File: config.mk
export PLATFORM = sky130hd
export DESIGN_NAME = rx_ring_writer
export DESIGN_NICKNAME = d
export VERILOG_FILES = /design/src/rtl/rx_ring_writer.sv
export SDC_FILE = /design/constraint.sdc
export NUM_CORES = 1
export LEC_CHECK = 0
export CORE_UTILIZATION = 30
export CTS_BUF_LIST = sky130_fd_sc_hd__clkbuf_8
export DETAILED_ROUTE_END_ITERATION = 7
export DONT_BUFFER_PORTS = 1
export PLACE_DENSITY_LB_ADDON = 0.25
export SLEW_MARGIN = 20
export SYNTH_ARGS = -nofsm -noshare
export SYNTH_HDL_FRONTEND = slang
export SYNTH_SLANG_ARGS = --single-unit
File: constraint.sdc
create_clock -name clk -period 6.6 [get_ports clk]
set_clock_uncertainty 0.05 [all_clocks]
set_input_delay 0.99 -clock clk [delete_from_list [all_inputs] [get_ports clk]]
set_output_delay 0.99 -clock clk [all_outputs]
set_load 0.03 [all_outputs]
File: src/rtl/rx_ring_writer.sv
module rx_ring_writer #(
  parameter int MISS_W = 16
) (
  input  logic              clk,
  input  logic              rst_n,
  input  logic [1:0]        cfg_size,
  input  logic [3:0]        cfg_accept,
  input  logic [47:0]       station_addr,
  input  logic              rx_valid,
  input  logic [7:0]        rx_data,
  input  logic              rx_last,
  input  logic [4:0]        rx_err,
  input  logic              capr_we,
  input  logic [15:0]       capr_wdata,
  output logic [15:0]       capr,
  output logic              buf_empty,
  output logic [15:0]       wr_ptr,
  output logic              mem_we,
  output logic [15:0]       mem_addr,
  output logic [31:0]       mem_wdata,
  input  logic [2:0]        flag_clr,
  output logic              flag_rok,
  output logic              flag_rerr,
  output logic              flag_ovf,
  output logic [MISS_W-1:0] missed
);
  typedef enum logic [1:0] {S_IDLE, S_BODY, S_FINAL, S_DROP} st_t;
  st_t st;

  logic [15:0] mask, rdo, new_wr, len16, status;
  logic [16:0] size, free, cnt, cnt_cur, body_off;
  logic [31:0] acc, acc_cur, acc_new;
  logic [47:0] da;
  logic [4:0]  errq;
  logic [1:0]  lane;
  logic byte_go, word_done, body_fit, hdr_need, hdr_fit, ovf_now;
  logic addr_ok, is_bc, is_mc, is_pm, accept, rx_ok, set_rok, set_rerr;

  assign size     = 17'd8192 << cfg_size;
  assign mask     = 16'(size - 17'd1);
  assign rdo      = (capr + 16'd16) & mask;
  assign free     = (rdo == wr_ptr) ? size : {1'b0, (rdo - wr_ptr) & mask};
  assign buf_empty = (rdo == wr_ptr);

  assign byte_go  = rx_valid && (st == S_IDLE || st == S_BODY);
  assign cnt_cur  = (st == S_BODY) ? cnt : '0;
  assign acc_cur  = (st == S_BODY) ? acc : '0;
  assign lane     = cnt_cur[1:0];
  assign acc_new  = acc_cur | ({24'd0, rx_data} << {lane, 3'b000});
  assign word_done = byte_go && (lane == 2'd3 || rx_last);
  assign body_off = 17'd4 + {cnt_cur[16:2], 2'b00};
  assign body_fit = ({1'b0, body_off} + 18'd4) < {1'b0, free};
  assign hdr_need = byte_go && (st == S_IDLE) && !rx_last;
  assign hdr_fit  = free > 17'd4;
  assign ovf_now  = byte_go && ((hdr_need && !hdr_fit) || (word_done && !body_fit));

  assign addr_ok  = cnt >= 17'd6;
  assign is_bc    = addr_ok && (da == 48'hFFFF_FFFF_FFFF);
  assign is_mc    = addr_ok && da[0] && !is_bc;
  assign is_pm    = addr_ok && (da == station_addr);
  assign accept   = cfg_accept[0] || (cfg_accept[1] && is_pm) ||
                    (cfg_accept[2] && is_mc) || (cfg_accept[3] && is_bc);
  assign rx_ok    = (errq == 5'd0);
  assign status   = {is_mc, is_pm, is_bc, 7'd0, errq, rx_ok};
  assign len16    = cnt[15:0];
  assign new_wr   = (wr_ptr + 16'd7 + len16) & mask & 16'hFFFC;
  assign set_rok  = (st == S_FINAL) && accept && rx_ok;
  assign set_rerr = (st == S_FINAL) && accept && !rx_ok;

  always_ff @(posedge clk) begin
    if (!rst_n) begin
      st <= S_IDLE;
      cnt <= '0;
      acc <= '0;
      da <= '0;
      errq <= '0;
      wr_ptr <= '0;
      capr <= 16'hFFF0;
      mem_we <= 1'b0;
      mem_addr <= '0;
      mem_wdata <= '0;
      flag_rok <= 1'b0;
      flag_rerr <= 1'b0;
      flag_ovf <= 1'b0;
      missed <= '0;
    end else begin
      mem_we <= 1'b0;
      if (capr_we) capr <= capr_wdata;
      flag_rok  <= (flag_rok  && !flag_clr[0]) || set_rok;
      flag_rerr <= (flag_rerr && !flag_clr[1]) || set_rerr;
      flag_ovf  <= (flag_ovf  && !flag_clr[2]) || ovf_now;
      if (ovf_now) missed <= missed + 1'b1;
      case (st)
        S_IDLE, S_BODY: begin
          if (ovf_now) begin
            st <= rx_last ? S_IDLE : S_DROP;
          end else if (byte_go) begin
            if (hdr_need) begin
              mem_we <= 1'b1;
              mem_addr <= wr_ptr;
              mem_wdata <= 32'hFFF0_0000;
            end
            if (word_done) begin
              mem_we <= 1'b1;
              mem_addr <= (wr_ptr + body_off[15:0]) & mask;
              mem_wdata <= acc_new;
              acc <= '0;
            end else begin
              acc <= acc_new;
            end
            for (int i = 0; i < 6; i++)
              if (cnt_cur == 17'(i)) da[8*i +: 8] <= rx_data;
            cnt <= cnt_cur + 17'd1;
            if (rx_last) begin
              errq <= rx_err;
              st <= S_FINAL;
            end else begin
              st <= S_BODY;
            end
          end
        end
        S_FINAL: begin
          if (accept) begin
            mem_we <= 1'b1;
            mem_addr <= wr_ptr;
            mem_wdata <= {len16, status};
            wr_ptr <= new_wr;
          end
          st <= S_IDLE;
        end
        default: begin
          if (rx_valid && rx_last) st <= S_IDLE;
        end
      endcase
    end
  end
endmodule

## After elaboration in Yosys (flattened, before gate mapping)

Cells that the tools add are included.

| storage, ports and cells | value |
|---|---|
| register bits | 202 |
| input port bits | 91 |
| output and inout port bits | 101 |
| logic and storage cells | 139 |

| cells by class | value |
|---|---|
| $add $sub $neg | 10 |
| $lt $le $gt $ge | 3 |
| equal/unequal tests | 16 |
| shifts and indexed selects | 2 |
| muxes and demuxes | 28 |
| bitwise logic cells | 6 |
| reduce and logical (&&, ||, !) cells | 55 |

Operators with widths:

| kind | number |
|---|---|
| $mux 32 | 7 |
| $mux 16 | 5 |
| $and 16x16->16 | 4 |
| $pmux 32 s2 | 1 |
| $eq 48x48->1 | 1 |
| $eq 48x48->1 const B | 1 |
| $eq 17x2->1 const B | 2 |
| $eq 17x3->1 const B | 2 |
| $mux 17 | 2 |
| $add 16x16->16 | 2 |
| $or 32x32->32 | 1 |
| $pmux 16 s2 | 1 |
| $shl 8x5->32 | 1 |
| $reduce_and 4->1 | 7 |
| $logic_and 1x1->1 | 21 |
| $add 17x3->18 const B | 1 |
| $lt 18x17->1 | 1 |
| $add 17x1->17 const B | 1 |
| $add 3x17->17 const A | 1 |
| $eq 17x1->1 const B | 1 |
| $ge 17x3->1 const B | 1 |
| $gt 17x3->1 const B | 1 |
| $logic_not 17->1 | 1 |
| $shl 14x2->17 const A | 1 |
| 25 further kinds | 53 |

## Depth between registers and ports, before layout

Gate-level depths: netlist (run 1).

| depth | value |
|---|---|
| depth after elaboration | 13 |
| depth in mapped cells | 31 |
| gate-level depth less buffers | 25 |

## Worst setup path before layout (run 1)

No wires, ideal clock.

| path | value |
|---|---|
| path type | register -> register |
| from | register st[0] |
| to | register errq[4] |
| setup time | 132 ps |
| arrival time | 5611 ps |
| data required time | 6418 ps |
| setup slack | 807 ps |
| cell stages (with the launch flop) | 30 |
| buffers on the path | 7 |
| clock period less this slack | 5793 ps |
| cell sequence | dfxtp_1 buf_2 nor2b_1 clkbuf_1 buf_1 clkbuf_1 nand2_1 inv_1 ha_1 buf_2 nand3_1 nor3_1 mux2i_1 or2_2 or3_1 nor3_1 xnor2_1 ha_1 a21oi_1 nand3b_1 o21ai_0 nand2_1 a211oi_2 or2_4 buf_4 buf_2 ha_1 nand2_1 nand2_1 a21oi_1 |

| on the way | value |
|---|---|
| longest elaborated chain between the ends | 11 |
| elaborated cells between the ends (all ways) | 21 |
| those cells by class | 2 x add/sub; 1 x order compare; 2 x eq/ne; 1 x mux; 1 x bitwise; 14 x reduce/logical |

RTL lines:

| item | line | text |
|---|---|---|
| from (decl) | 28 | `st_t st;` |
| from (signal assigned) | 96 | `st <= rx_last ? S_IDLE : S_DROP;` |
| $eq 2x1->1 | 45, 46, 93 |  |
| $mux 17 | 46 | `assign cnt_cur = (st == S_BODY) ? cnt : '0;` |
| $add 3x17->17 | 51 | `assign body_off = 17'd4 + {cnt_cur[16:2], 2'b00};` |
| $add 17x3->18 | 52 | `assign body_fit = ({1'b0, body_off} + 18'd4) < {1'b0, free};` |
| $lt 18x17->1 | 52 |  |
| $logic_not 1->1 | 55 | `assign ovf_now = byte_go && ((hdr_need && !hdr_fit) \|\| (word_done && !body_fit));` |
| $logic_and 1x1->1 | 55 |  |
| $logic_or 1x1->1 | 55 |  |
| $logic_and 1x1->1 | 55 |  |
| $not 1->1 (no source line) | - |  |
| $reduce_and 4->1 (no source line) * | - |  |
| to (signal assigned) | 115 | `errq <= rx_err;` |
| to (decl) | 34 | `logic [4:0] errq;` |

Mark *: on every way between the ends. The rest lies on a longest branch, timed or not.
A chain may end at the register's enable or synchronous reset.

## Final worst setup path (run 1)

| path | value |
|---|---|
| from | register capr[5] |
| to | register acc[4] |

| on the way | value |
|---|---|
| elaborated cells between the ends (all ways) | 16 |
| those cells by class | 2 x add/sub; 2 x order compare; 1 x eq/ne; 1 x mux; 3 x bitwise; 7 x reduce/logical |

RTL lines:

| item | line | text |
|---|---|---|
| from (decl) | 15 | `output logic [15:0] capr,` |
| from (signal assigned) | 88 | `if (capr_we) capr <= capr_wdata;` |
| $add 16x5->16 * | 41 | `assign rdo = (capr + 16'd16) & mask;` |
| $and 16x16->16 * | 41 |  |
| $eq 16x16->1 * | - |  |
| named net buf_empty | 16 | `output logic buf_empty,` |
| $mux 17 * | 42 | `assign free = (rdo == wr_ptr) ? size : {1'b0, (rdo - wr_ptr) & mask};` |
| $lt 18x17->1 or $gt 17x3->1 (tied branches) | 52, 54 |  |
| $logic_not 1->1 | 55 |  |
| $logic_and 1x1->1 | 55 |  |
| $logic_or 1x1->1 * | 55 |  |
| $logic_and 1x1->1 * | 55 |  |
| $not 1->1 (no source line) * | - |  |
| $reduce_and 3->1 (no source line) * | - |  |
| to (signal assigned) | 109 | `acc <= acc_new;` |
| to (decl) | 32 | `logic [31:0] acc, acc_cur, acc_new;` |

Mark *: on every way through the listed nets, which the timed path passes. The rest lies on a longest branch.

==> results of run 1 <==
==> through the flow <==
stage	instances	hold slack, ns
after floorplan	1551	0.382
after global routing	2043	0.433
after CTS	2043	0.414
final	2043	0.413
after detailed placement	2011	0.398
after global placement	2011	0.388
==> state kept, by name (all words and copies together), names as in the netlist, 5 cells and up <==
| name | cells |
|---|---|
| acc | 32 |
| capr | 16 |
| cnt | 17 |
| da | 48 |
| errq | 5 |
| mem_addr | 14 |
| mem_wdata | 32 |
| missed | 16 |
| wr_ptr | 14 |
==> synthesized netlist by cell type (7+ instances only) <==
cell type                  number
sky130_fd_sc_hd__and2_1         8
sky130_fd_sc_hd__nand2_1      185
sky130_fd_sc_hd__nor2_1        99
sky130_fd_sc_hd__xor2_1        64
sky130_fd_sc_hd__a31oi_1        9
sky130_fd_sc_hd__ha_1          79
sky130_fd_sc_hd__buf_2         22
sky130_fd_sc_hd__nand4_1       37
sky130_fd_sc_hd__and3_1         9
sky130_fd_sc_hd__clkbuf_1      57
sky130_fd_sc_hd__inv_1         58
sky130_fd_sc_hd__a22oi_1        9
sky130_fd_sc_hd__nor4_1        35
sky130_fd_sc_hd__o41ai_1       17
sky130_fd_sc_hd__a32o_1        12
sky130_fd_sc_hd__buf_4          7
sky130_fd_sc_hd__o21ai_1        8
sky130_fd_sc_hd__dfxtp_1      200
sky130_fd_sc_hd__or3_1         13
sky130_fd_sc_hd__o21a_1         9
sky130_fd_sc_hd__a22o_1         8
sky130_fd_sc_hd__xnor2_1       45
sky130_fd_sc_hd__o31ai_1       26
sky130_fd_sc_hd__o211ai_1      18
sky130_fd_sc_hd__or4_1         11
sky130_fd_sc_hd__nor3_1        26
sky130_fd_sc_hd__mux2i_1       71
sky130_fd_sc_hd__a221oi_1       8
sky130_fd_sc_hd__a21oi_1      110
sky130_fd_sc_hd__nand2b_1      14
sky130_fd_sc_hd__a211oi_1       9
sky130_fd_sc_hd__buf_1         16
sky130_fd_sc_hd__nor2b_1        9
sky130_fd_sc_hd__a21o_1        11
sky130_fd_sc_hd__nand3_1       90
sky130_fd_sc_hd__o21ai_0       46
==> area by class of cell <==
cell class / instances / share of cell area
well taps: 532 / 0.0489
clock inverters: 14 / 0.0140
multi-input cells: 1188 / 0.590
repair buffers: 32 / 0.0186
inverters: 59 / 0.0164
flip-flops and latches: 200 / 0.294
clock buffers: 18 / 0.0182
==> routing by layer <==
metal,part of all wire,vias up,GRT usage
met3,0.060,59,0.0484
met4,0.029,2,0.0679
met2,0.47,365,0.335
li1,-,5517,-
met1,0.44,5444,0.249
met5,0.00030,-,0
==> kinds of logic (layout without fill, tap and decap cells) <==
| logic type | after synthesis | after routing | share of synthesized area |
|---|---|---|---|
| and+or+nand+nor | 567 | 567 | 0.225 |
| AOI/OAI and AO/OA | 354 | 354 | 0.188 |
| DFF | 200 | 200 | 0.317 |
| buffers and inverters | 163 | 123 | 0.0539 |
| xor gates and xnor gates | 109 | 109 | 0.0755 |
| adders and majority gates | 82 | 82 | 0.0829 |
| muxes | 72 | 72 | 0.0571 |
| other | 1 | 4 | 0.000297 |
==> critical path: cells and delay by family, from the launching register on <==
family	cells	cell delay [ns]
DFF	1	0.64
buffers and inverters	2	0.51
adders and majority gates	3	0.98
AOI/OAI and AO/OA	8	1.81
and+or+nand+nor	9	1.89
xor gates and xnor gates	1	0.14
==> worst min-delay path by stage <==
stage                  from      end  slack (ns)  cells after the start
floorplan           acc[10]  acc[10]        0.38                      2
detailed placement  acc[15]  acc[15]        0.40                      2
finish              acc[11]  acc[11]        0.41                      2
global route        acc[11]  acc[11]        0.43                      2
CTS                 acc[15]  acc[15]        0.41                      2
global placement     acc[7]   acc[7]        0.39                      2
==> where the power goes <==
part	internal, mW	switching [mW]	leakage, nW
logic	0.158	0.280	3.39
registers	1.24	0.0686	1.62
clock network	0.396	0.494	0.226
==> placed cells by master (no fill, tap or decap), types with 11 or more instances in the layout <==
cell,instances
sky130_fd_sc_hd__xnor2_1,45
sky130_fd_sc_hd__nand2b_1,14
sky130_fd_sc_hd__dfxtp_1,198
sky130_fd_sc_hd__clkbuf_8,18
sky130_fd_sc_hd__or3_1,13
sky130_fd_sc_hd__a32o_1,12
sky130_fd_sc_hd__nand4_1,37
sky130_fd_sc_hd__inv_1,58
sky130_fd_sc_hd__a21o_1,11
sky130_fd_sc_hd__nor3_1,26
sky130_fd_sc_hd__mux2i_1,71
sky130_fd_sc_hd__or4_1,11
sky130_fd_sc_hd__nor2_1,98
sky130_fd_sc_hd__a21oi_1,109
sky130_fd_sc_hd__buf_4,31
sky130_fd_sc_hd__ha_1,79
sky130_fd_sc_hd__nand2_1,185
sky130_fd_sc_hd__o211ai_1,18
sky130_fd_sc_hd__o21ai_0,46
sky130_fd_sc_hd__o31ai_1,26
sky130_fd_sc_hd__o41ai_1,17
sky130_fd_sc_hd__nor4_1,35
sky130_fd_sc_hd__nand3_1,90
sky130_fd_sc_hd__xor2_1,64
==> tab_implementation.tex, run 1 <==
\begin{tabular}{lr}
\hline
Metric & Value \\
\hline
\multicolumn{2}{l}{\textbf{Run status}} \\
\quad Status & completed \\
\multicolumn{2}{l}{\textbf{Critical path}} \\
\quad Critical path data arrival time & about 6.5 ns \\
\quad Critical path capture point & acc[4] \\
\quad Sort of element at the end of the critical path & flop \\
\quad CP max stage delay & 0.64 ns \\
\quad Slowest library cell on the worst path & sky130\_fd\_sc\_hd\_\_dfxtp\_1 \\
\quad Critical path origin & capr[5] \\
\quad Startpoint types & flop \\
\quad Worst Path Max Fanout & 22 \\
\quad Reg2reg path depth & 23 \\
\quad Startpoint of the worst register-to-register path & capr[5] \\
\quad Critical Path Most Common Cell & sky130\_fd\_sc\_hd\_\_ha\_1 \\
\quad Endpoint of the most critical register-to-register path & acc[4] \\
\quad Reg-to-reg setup timing slack & roughly 0.46 ns \\
\quad Worst path required time & $\sim$7.0 ns \\
\quad Category of the most critical setup path & flop to flop \\
\quad Worst-path cell chain & ha\_1, nand2\_1, nor2\_1, xnor2\_1, nor2\_1, ha\_1, nand4\_1, or4\_1, or3\_4, clkinv\_2, o21ai\_1, a31o\_1, ha\_1, a21o\_1, a21oi\_1, nand3b\_1, o21ai\_0, nand2\_1, o22ai\_2, o21a\_4, buf\_4, nand3\_1, o2bb2ai\_1 \\
\multicolumn{2}{l}{\textbf{Detailed routing}} \\
\quad Total routed wirelength & 43400 um \\
\quad Final routed DRC violation total & 0 \\
\quad Final ANT Viol Nets & 0 \\
\quad Number of DRC markers in iteration 0 & 885 \\
\quad Final routed wire length divided by cell count & between 20 and 25 um \\
\quad Number of detailed-route iterations in the first pass & 5 \\
\quad Via density & 5.57 \\
\quad Via count of the routed design & 11400 \\
\multicolumn{2}{l}{\textbf{Place}} \\
\quad Post-detail-place hpwl & between 30000 and 40000 um \\
\quad DP Worst Slack & roughly 0.46 ns \\
\quad Routability Congestion & approximately 0.9 \\
\quad Number of buffer cells added on primary ports & 0 \\
\quad Post-DP Area & between 10000 and 15000 um\^{}2 \\
\multicolumn{2}{l}{\textbf{Yosys}} \\
\quad Share of Yosys cell area claimed by the top area cell type & 0.317 \\
\quad Number of enable flip-flop cells after synthesis & 0 \\
\quad Synth area leader & sky130\_fd\_sc\_hd\_\_dfxtp\_1 \\
\quad Sequential-to-total area share from yosys stat & 0.317 \\
\quad Average cell area after synthesis & $\sim$8.2 um\^{}2 \\
\quad Gate Count Post-Synth & $\sim$1500 \\
\quad Yosys warning count & 0 \\
\quad Post-synth top flop & sky130\_fd\_sc\_hd\_\_dfxtp\_1 \\
\quad Total of flip-flops plus latches after synthesis & 200 \\
\quad Ys async rst share & 0 \\
\quad Cell Area, Synth & approximately 13000 um\^{}2 \\
\quad Number of distinct library cells after synthesis & slightly above 80 \\
\quad Top area cells in the synthesized netlist & sky130\_fd\_sc\_hd\_\_dfxtp\_1, sky130\_fd\_sc\_hd\_\_ha\_1, sky130\_fd\_sc\_hd\_\_mux2i\_1, sky130\_fd\_sc\_hd\_\_nand2\_1, sky130\_fd\_sc\_hd\_\_xor2\_1 \\
\multicolumn{2}{l}{\textbf{Min path}} \\
\quad Worst min path class & flop to flop \\
\multicolumn{2}{l}{\textbf{Clock network}} \\
\quad Insertion delay of the later-clocked pin in the worst-skew pair & 0.52 ns \\
\quad Clock-pin slew on the worst setup and hold paths & 0.11 ns \\
\quad Hold-fix buffer count after cts & 0 \\
\quad Clock root buffer & sky130\_fd\_sc\_hd\_\_clkbuf\_8 \\
\quad Number of buffers added by the clock tree synthesis step & 17 \\
\quad Post-cts resize count & 0 \\
\quad Max clock buf depth & 2 \\
\quad CTS sink count & 200 \\
\quad Maximum level of the CTS H-tree & 4 \\
\quad Clock tree from TritonCTS & built \\
\quad Post-CTS Setup Bufs & 0 \\
\multicolumn{2}{l}{\textbf{Final layout}} \\
\quad Share of post-route cells with drive strength above 1 & 0.0649 \\
\quad Net count reported at finish & 1671 \\
\quad Final standard cell utilization of the core & 0.331 \\
\quad Multi-input gate area & 8030 um\^{}2 \\
\quad Number of fill cells & $\sim$4400 \\
\quad Antenna cell count & 0 \\
\quad Footprint of the flip-flops and latches & approximately 4000 um\^{}2 \\
\quad Area growth, synth to finish & 7.73\% \\
\quad Final instance area & $\sim$14000 um\^{}2 \\
\multicolumn{2}{l}{\textbf{Power}} \\
\quad Reported leakage power & around 5.2 nW \\
\quad Total design power & 2.63 mW \\
\quad Max IR drop VDD & $\sim$0.13 mV \\
\quad Ratio of total power to cell area & 193 nW/um\^{}2 \\
\multicolumn{2}{l}{\textbf{Die}} \\
\quad Count of pins on the block boundary & about 190 \\
\quad Full die area & between 40000 and 50000 um\^{}2 \\
\quad Initial core utilization & 0.307 \\
\quad Die Y-Extent & between 200 and 250 um \\
\quad Placeable core area & 41200 um\^{}2 \\
\quad X dimension of the die & around 210 um \\
\quad Total number of placement rows & 74 \\
\multicolumn{2}{l}{\textbf{STA}} \\
\quad Setup repair after global routing missed its margin & no \\
\quad Max Freq & 0.163 GHz \\
\quad Relative slew slack & 0.420 \\
\quad Share of the clock period used by the worst path after layout & 0.930 \\
\quad Setup Viol. Count Final & 0 \\
\quad Final hold violation count & 0 \\
\quad Final-report max-slew violation count & 0 \\
\quad Final critical delay including setup and external delays & 6.14 ns \\
\quad Transition time at the pin with the least slew margin & slightly below 0.9 ns \\
\quad Final setup margin & between 0.4 and 0.5 ns \\
\quad Sum of negative setup slack & 0 ns \\
\multicolumn{2}{l}{\textbf{GRT}} \\
\quad Maximum number of pins on one net before global-route repair & roughly 140 \\
\quad Antenna violations before repair & 1 \\
\quad Wire length of the first global-routing pass & 66000 um \\
\quad Total global routing track utilization & 0.200 \\
\quad Grt total ovfl & 0 \\
\quad Number of global-route vias before repair & approximately 11000 \\
\multicolumn{2}{l}{\textbf{Run}} \\
\quad Max-cap violations & 0 \\
\hline
\end{tabular}
Power figures use the tool's default switching activity.
==> run 2: changes to the inputs <==
==> constraint.sdc (replaced) <==
create_clock -name clk -period 6.6 [get_ports clk]
set_clock_uncertainty 0.05 [all_clocks]
set_input_delay 0.99 -clock clk [delete_from_list [all_inputs] [get_ports clk]]
set_output_delay 0.99 -clock clk [all_outputs]
set_load 0.02 [all_outputs]
==> run 2 against run 1 <==
Net effect:
- die area is the same
- register-to-register slack improved by 0.05 ns
- hold slack worse by 0.0037 ns
- global-route usage up 0.13 points
- critical path type unchanged
- wire length is essentially flat
- first-iteration DRC count down 3.6%
- non-clock buffer count is 2 lower
- fmax is 0.88% higher
- sequential share of layout area about the same
- final cell count about the same
- largest cell class unchanged
- setup slack better by 0.054 ns
==> tab_implementation.tex, run 2 (synthesis results as in run 1) <==
\begin{tabular}{lr}
\hline
Metric & Value \\
\hline
\multicolumn{2}{l}{\textbf{Detailed routing}} \\
\quad Total routed wirelength & approximately 43000 um \\
\quad Number of detailed-route iterations in the first pass & 7 \\
\quad Final ANT Viol Nets & 0 \\
\quad Final routed DRC violation total & 0 \\
\quad Via density & between 5 and 6 \\
\quad Via count of the routed design & $\sim$11000 \\
\quad Final routed wire length divided by cell count & 21.3 um \\
\quad Number of DRC markers in iteration 0 & $\sim$850 \\
\multicolumn{2}{l}{\textbf{GRT}} \\
\quad Maximum number of pins on one net before global-route repair & $\sim$140 \\
\quad GR Layer Usage met3 & 0.0499 \\
\quad Busiest metal layer after global routing & met2 \\
\quad Total global routing track utilization & 0.201 \\
\quad Fraction of met2 tracks used by global routing & 0.336 \\
\quad Number of global-route vias before repair & 10600 \\
\quad Wire length of the first global-routing pass & around 66000 um \\
\quad Grt total ovfl & 0 \\
\quad Antenna violations before repair & 1 \\
\quad GR met1 Demand/Resource & 0.246 \\
\multicolumn{2}{l}{\textbf{Clock network}} \\
\quad Maximum level of the CTS H-tree & 4 \\
\quad Number of buffers added by the clock tree synthesis step & 17 \\
\quad Clock-pin slew on the worst setup and hold paths & around 0.11 ns \\
\quad Hold-fix buffer count after cts & 0 \\
\quad CTS sink count & 200 \\
\quad Post-CTS Setup Bufs & 0 \\
\quad Insertion delay of the later-clocked pin in the worst-skew pair & 0.53 ns \\
\quad Clock tree from TritonCTS & built \\
\quad Clock root buffer & sky130\_fd\_sc\_hd\_\_clkbuf\_8 \\
\quad Max clock buf depth & 2 \\
\multicolumn{2}{l}{\textbf{STA}} \\
\quad Share of the clock period used by the worst path after layout & 0.922 \\
\quad Max Freq & roughly 0.16 GHz \\
\quad Relative slew slack & 0.422 \\
\quad Final hold violation count & 0 \\
\quad Final hold slack & $\sim$0.4 ns \\
\quad Final setup margin & a little over 0.5 ns \\
\quad Transition time at the pin with the least slew margin & 0.865 ns \\
\quad Setup repair after global routing missed its margin & no \\
\quad Sum of negative setup slack & 0 ns \\
\quad Final critical delay including setup and external delays & 6.08 ns \\
\quad Final-report max-slew violation count & 0 \\
\quad Setup Viol. Count Final & 0 \\
\multicolumn{2}{l}{\textbf{Power}} \\
\quad Ratio of total power to cell area & between 150 and 200 nW/um\^{}2 \\
\quad Logic pwr share & 0.162 \\
\quad Sequential power share & 0.483 \\
\quad Max IR drop VDD & 0.124 mV \\
\quad Part of the total power dissipated in the clock network & 0.354 \\
\quad Net switching power & slightly above 0.8 mW \\
\quad Total design power & 2.68 mW \\
\quad Switching power as a share of total power & 0.310 \\
\quad Reported leakage power & between 5 and 6 nW \\
\quad Internal power contribution & $\sim$1.9 mW \\
\multicolumn{2}{l}{\textbf{Final layout}} \\
\quad Share of post-route cells with drive strength above 1 & 0.0636 \\
\quad Max reg flops & 48 \\
\quad Layout Cells excl Fill & slightly above 2000 \\
\quad Net count reported at finish & 1669 \\
\quad Antenna cell count & 0 \\
\quad Final instance area & $\sim$14000 um\^{}2 \\
\quad Number of fill cells & between 4000 and 5000 \\
\quad Top library cells by usage in the layout, fill and taps aside & sky130\_fd\_sc\_hd\_\_dfxtp\_1, sky130\_fd\_sc\_hd\_\_nand2\_1, sky130\_fd\_sc\_hd\_\_a21oi\_1 \\
\quad Largest registers in the final layout & da: 48 flops, acc: 32 flops, mem\_wdata: 32 flops \\
\quad Final standard cell utilization of the core & 0.331 \\
\quad Area growth, synth to finish & 7.87\% \\
\quad Commonest non-fill, non-tap cell in the layout & sky130\_fd\_sc\_hd\_\_dfxtp\_1 \\
\quad Reg with most FFs & da \\
\multicolumn{2}{l}{\textbf{Critical path}} \\
\quad Reg-to-reg setup timing slack & around 0.52 ns \\
\quad Category of the most critical setup path & flop to flop \\
\quad Worst Path Max Fanout & 23 \\
\quad Critical path capture point & acc[1] \\
\quad Reg2reg path depth & 22 \\
\quad Endpoint of the most critical register-to-register path & acc[1] \\
\quad Startpoint types & flop \\
\quad Startpoint of the worst register-to-register path & capr[4] \\
\quad Sort of element at the end of the critical path & flop \\
\quad Critical path origin & capr[4] \\
\quad Worst path required time & 7.00 ns \\
\quad Critical path data arrival time & 6.48 ns \\
\multicolumn{2}{l}{\textbf{Place}} \\
\quad Number of placed instances with taps included & $\sim$2000 \\
\quad Post-DP Area & 13100 um\^{}2 \\
\quad DP Worst Slack & between 0.5 and 0.6 ns \\
\quad Routability Congestion & approximately 0.90 \\
\quad Number of buffer cells added on primary ports & 0 \\
\quad Post-detail-place hpwl & approximately 32000 um \\
\multicolumn{2}{l}{\textbf{Die}} \\
\quad X dimension of the die & about 210 um \\
\quad Count of pins on the block boundary & 192 \\
\quad Placeable core area & 41200 um\^{}2 \\
\quad Initial core utilization & 0.307 \\
\quad Die Y-Extent & approximately 210 um \\
\quad Total number of placement rows & 74 \\
\quad Full die area & between 40000 and 50000 um\^{}2 \\
\multicolumn{2}{l}{\textbf{Min path}} \\
\quad Worst min path class & flop to flop \\
\multicolumn{2}{l}{\textbf{Run status}} \\
\quad Status & completed \\
\multicolumn{2}{l}{\textbf{Run}} \\
\quad Max-cap violations & 0 \\
\hline
\end{tabular}
## run 2: cell count changes in the layout (fill, tap and decap cells not counted)
cell	delta
sky130_fd_sc_hd__buf_4	-2
sky130_fd_sc_hd__o21a_4	-1
sky130_fd_sc_hd__clkinvlp_4	+2
sky130_fd_sc_hd__clkinv_4	-1
sky130_fd_sc_hd__inv_6	-1
sky130_fd_sc_hd__clkbuf_8	-1
sky130_fd_sc_hd__o21a_2	+1
sky130_fd_sc_hd__bufinv_16	+2
sky130_fd_sc_hd__clkinv_2	-1
## run 2: layout make-up
cell class	instances	area (um^2)	share of cell area
sequential	200	4010	0.294
multi-input combinational	1188	8030	0.589
inverter	59	224	0.0164
clock inverter	15	243	0.0178
timing repair buffer	30	238	0.0174
clock buffer	17	234	0.0172
tap	532	666	0.0488
## run 2: how the worst min path moves through the flow
stage,cells after the start,slack [ns],startpoint,end
final,2,0.41,acc[15],acc[15]
after global routing,2,0.44,acc[12],acc[12]
after CTS,2,0.41,acc[15],acc[15]
after detailed placement,2,0.40,acc[15],acc[15]
after global placement,2,0.39,acc[11],acc[11]
after floorplan,2,0.38,acc[10],acc[10]
## run 2: layer usage
layer  wire (um)  up-vias
met2       20800      379
met1       18300     5322
li1            -     5518
met4        1430        2
met3        2850       71
met5          13        -
## run 2: power groups by stage
| stage | logic [mW] | clock network [mW] | registers [mW] |
|---|---|---|---|
| floorplan | 0.331 | 0 | 1.31 |
| global placement | 0.425 | 0 | 1.32 |
| detailed placement | 0.427 | 0 | 1.32 |
| CTS | 0.430 | 0.980 | 1.30 |
| global route | 0.481 | 1.03 | 1.30 |
| finish | 0.436 | 0.951 | 1.30 |
## run 2: timing repair
item,4_1_cts,5_1_grt
resized for setup,0,3
endpoints found under the setup margin,0,7
hold endpoints to repair,0,0
## run 2: worst max-delay path, stage by stage, from the launching register on
cell                        delay, ns
sky130_fd_sc_hd__dfxtp_1         0.56
sky130_fd_sc_hd__nand2_1         0.19
sky130_fd_sc_hd__nor3_1          0.30
sky130_fd_sc_hd__xnor2_1         0.18
sky130_fd_sc_hd__nor2_1          0.07
sky130_fd_sc_hd__ha_1            0.39
sky130_fd_sc_hd__nand3_1         0.15
sky130_fd_sc_hd__or4_1           0.52
sky130_fd_sc_hd__or3_4           0.42
sky130_fd_sc_hd__clkinv_2        0.17
sky130_fd_sc_hd__o21ai_1         0.08
sky130_fd_sc_hd__a31o_1          0.22
sky130_fd_sc_hd__ha_1            0.31
sky130_fd_sc_hd__a21o_1          0.18
sky130_fd_sc_hd__a21oi_1         0.18
sky130_fd_sc_hd__nand3b_1        0.09
sky130_fd_sc_hd__o21ai_0         0.21
sky130_fd_sc_hd__nand2_1         0.16
sky130_fd_sc_hd__o22ai_2         0.37
sky130_fd_sc_hd__o21a_2          0.38
sky130_fd_sc_hd__buf_4           0.34
sky130_fd_sc_hd__nand3_1         0.24
sky130_fd_sc_hd__o2bb2ai_1       0.24
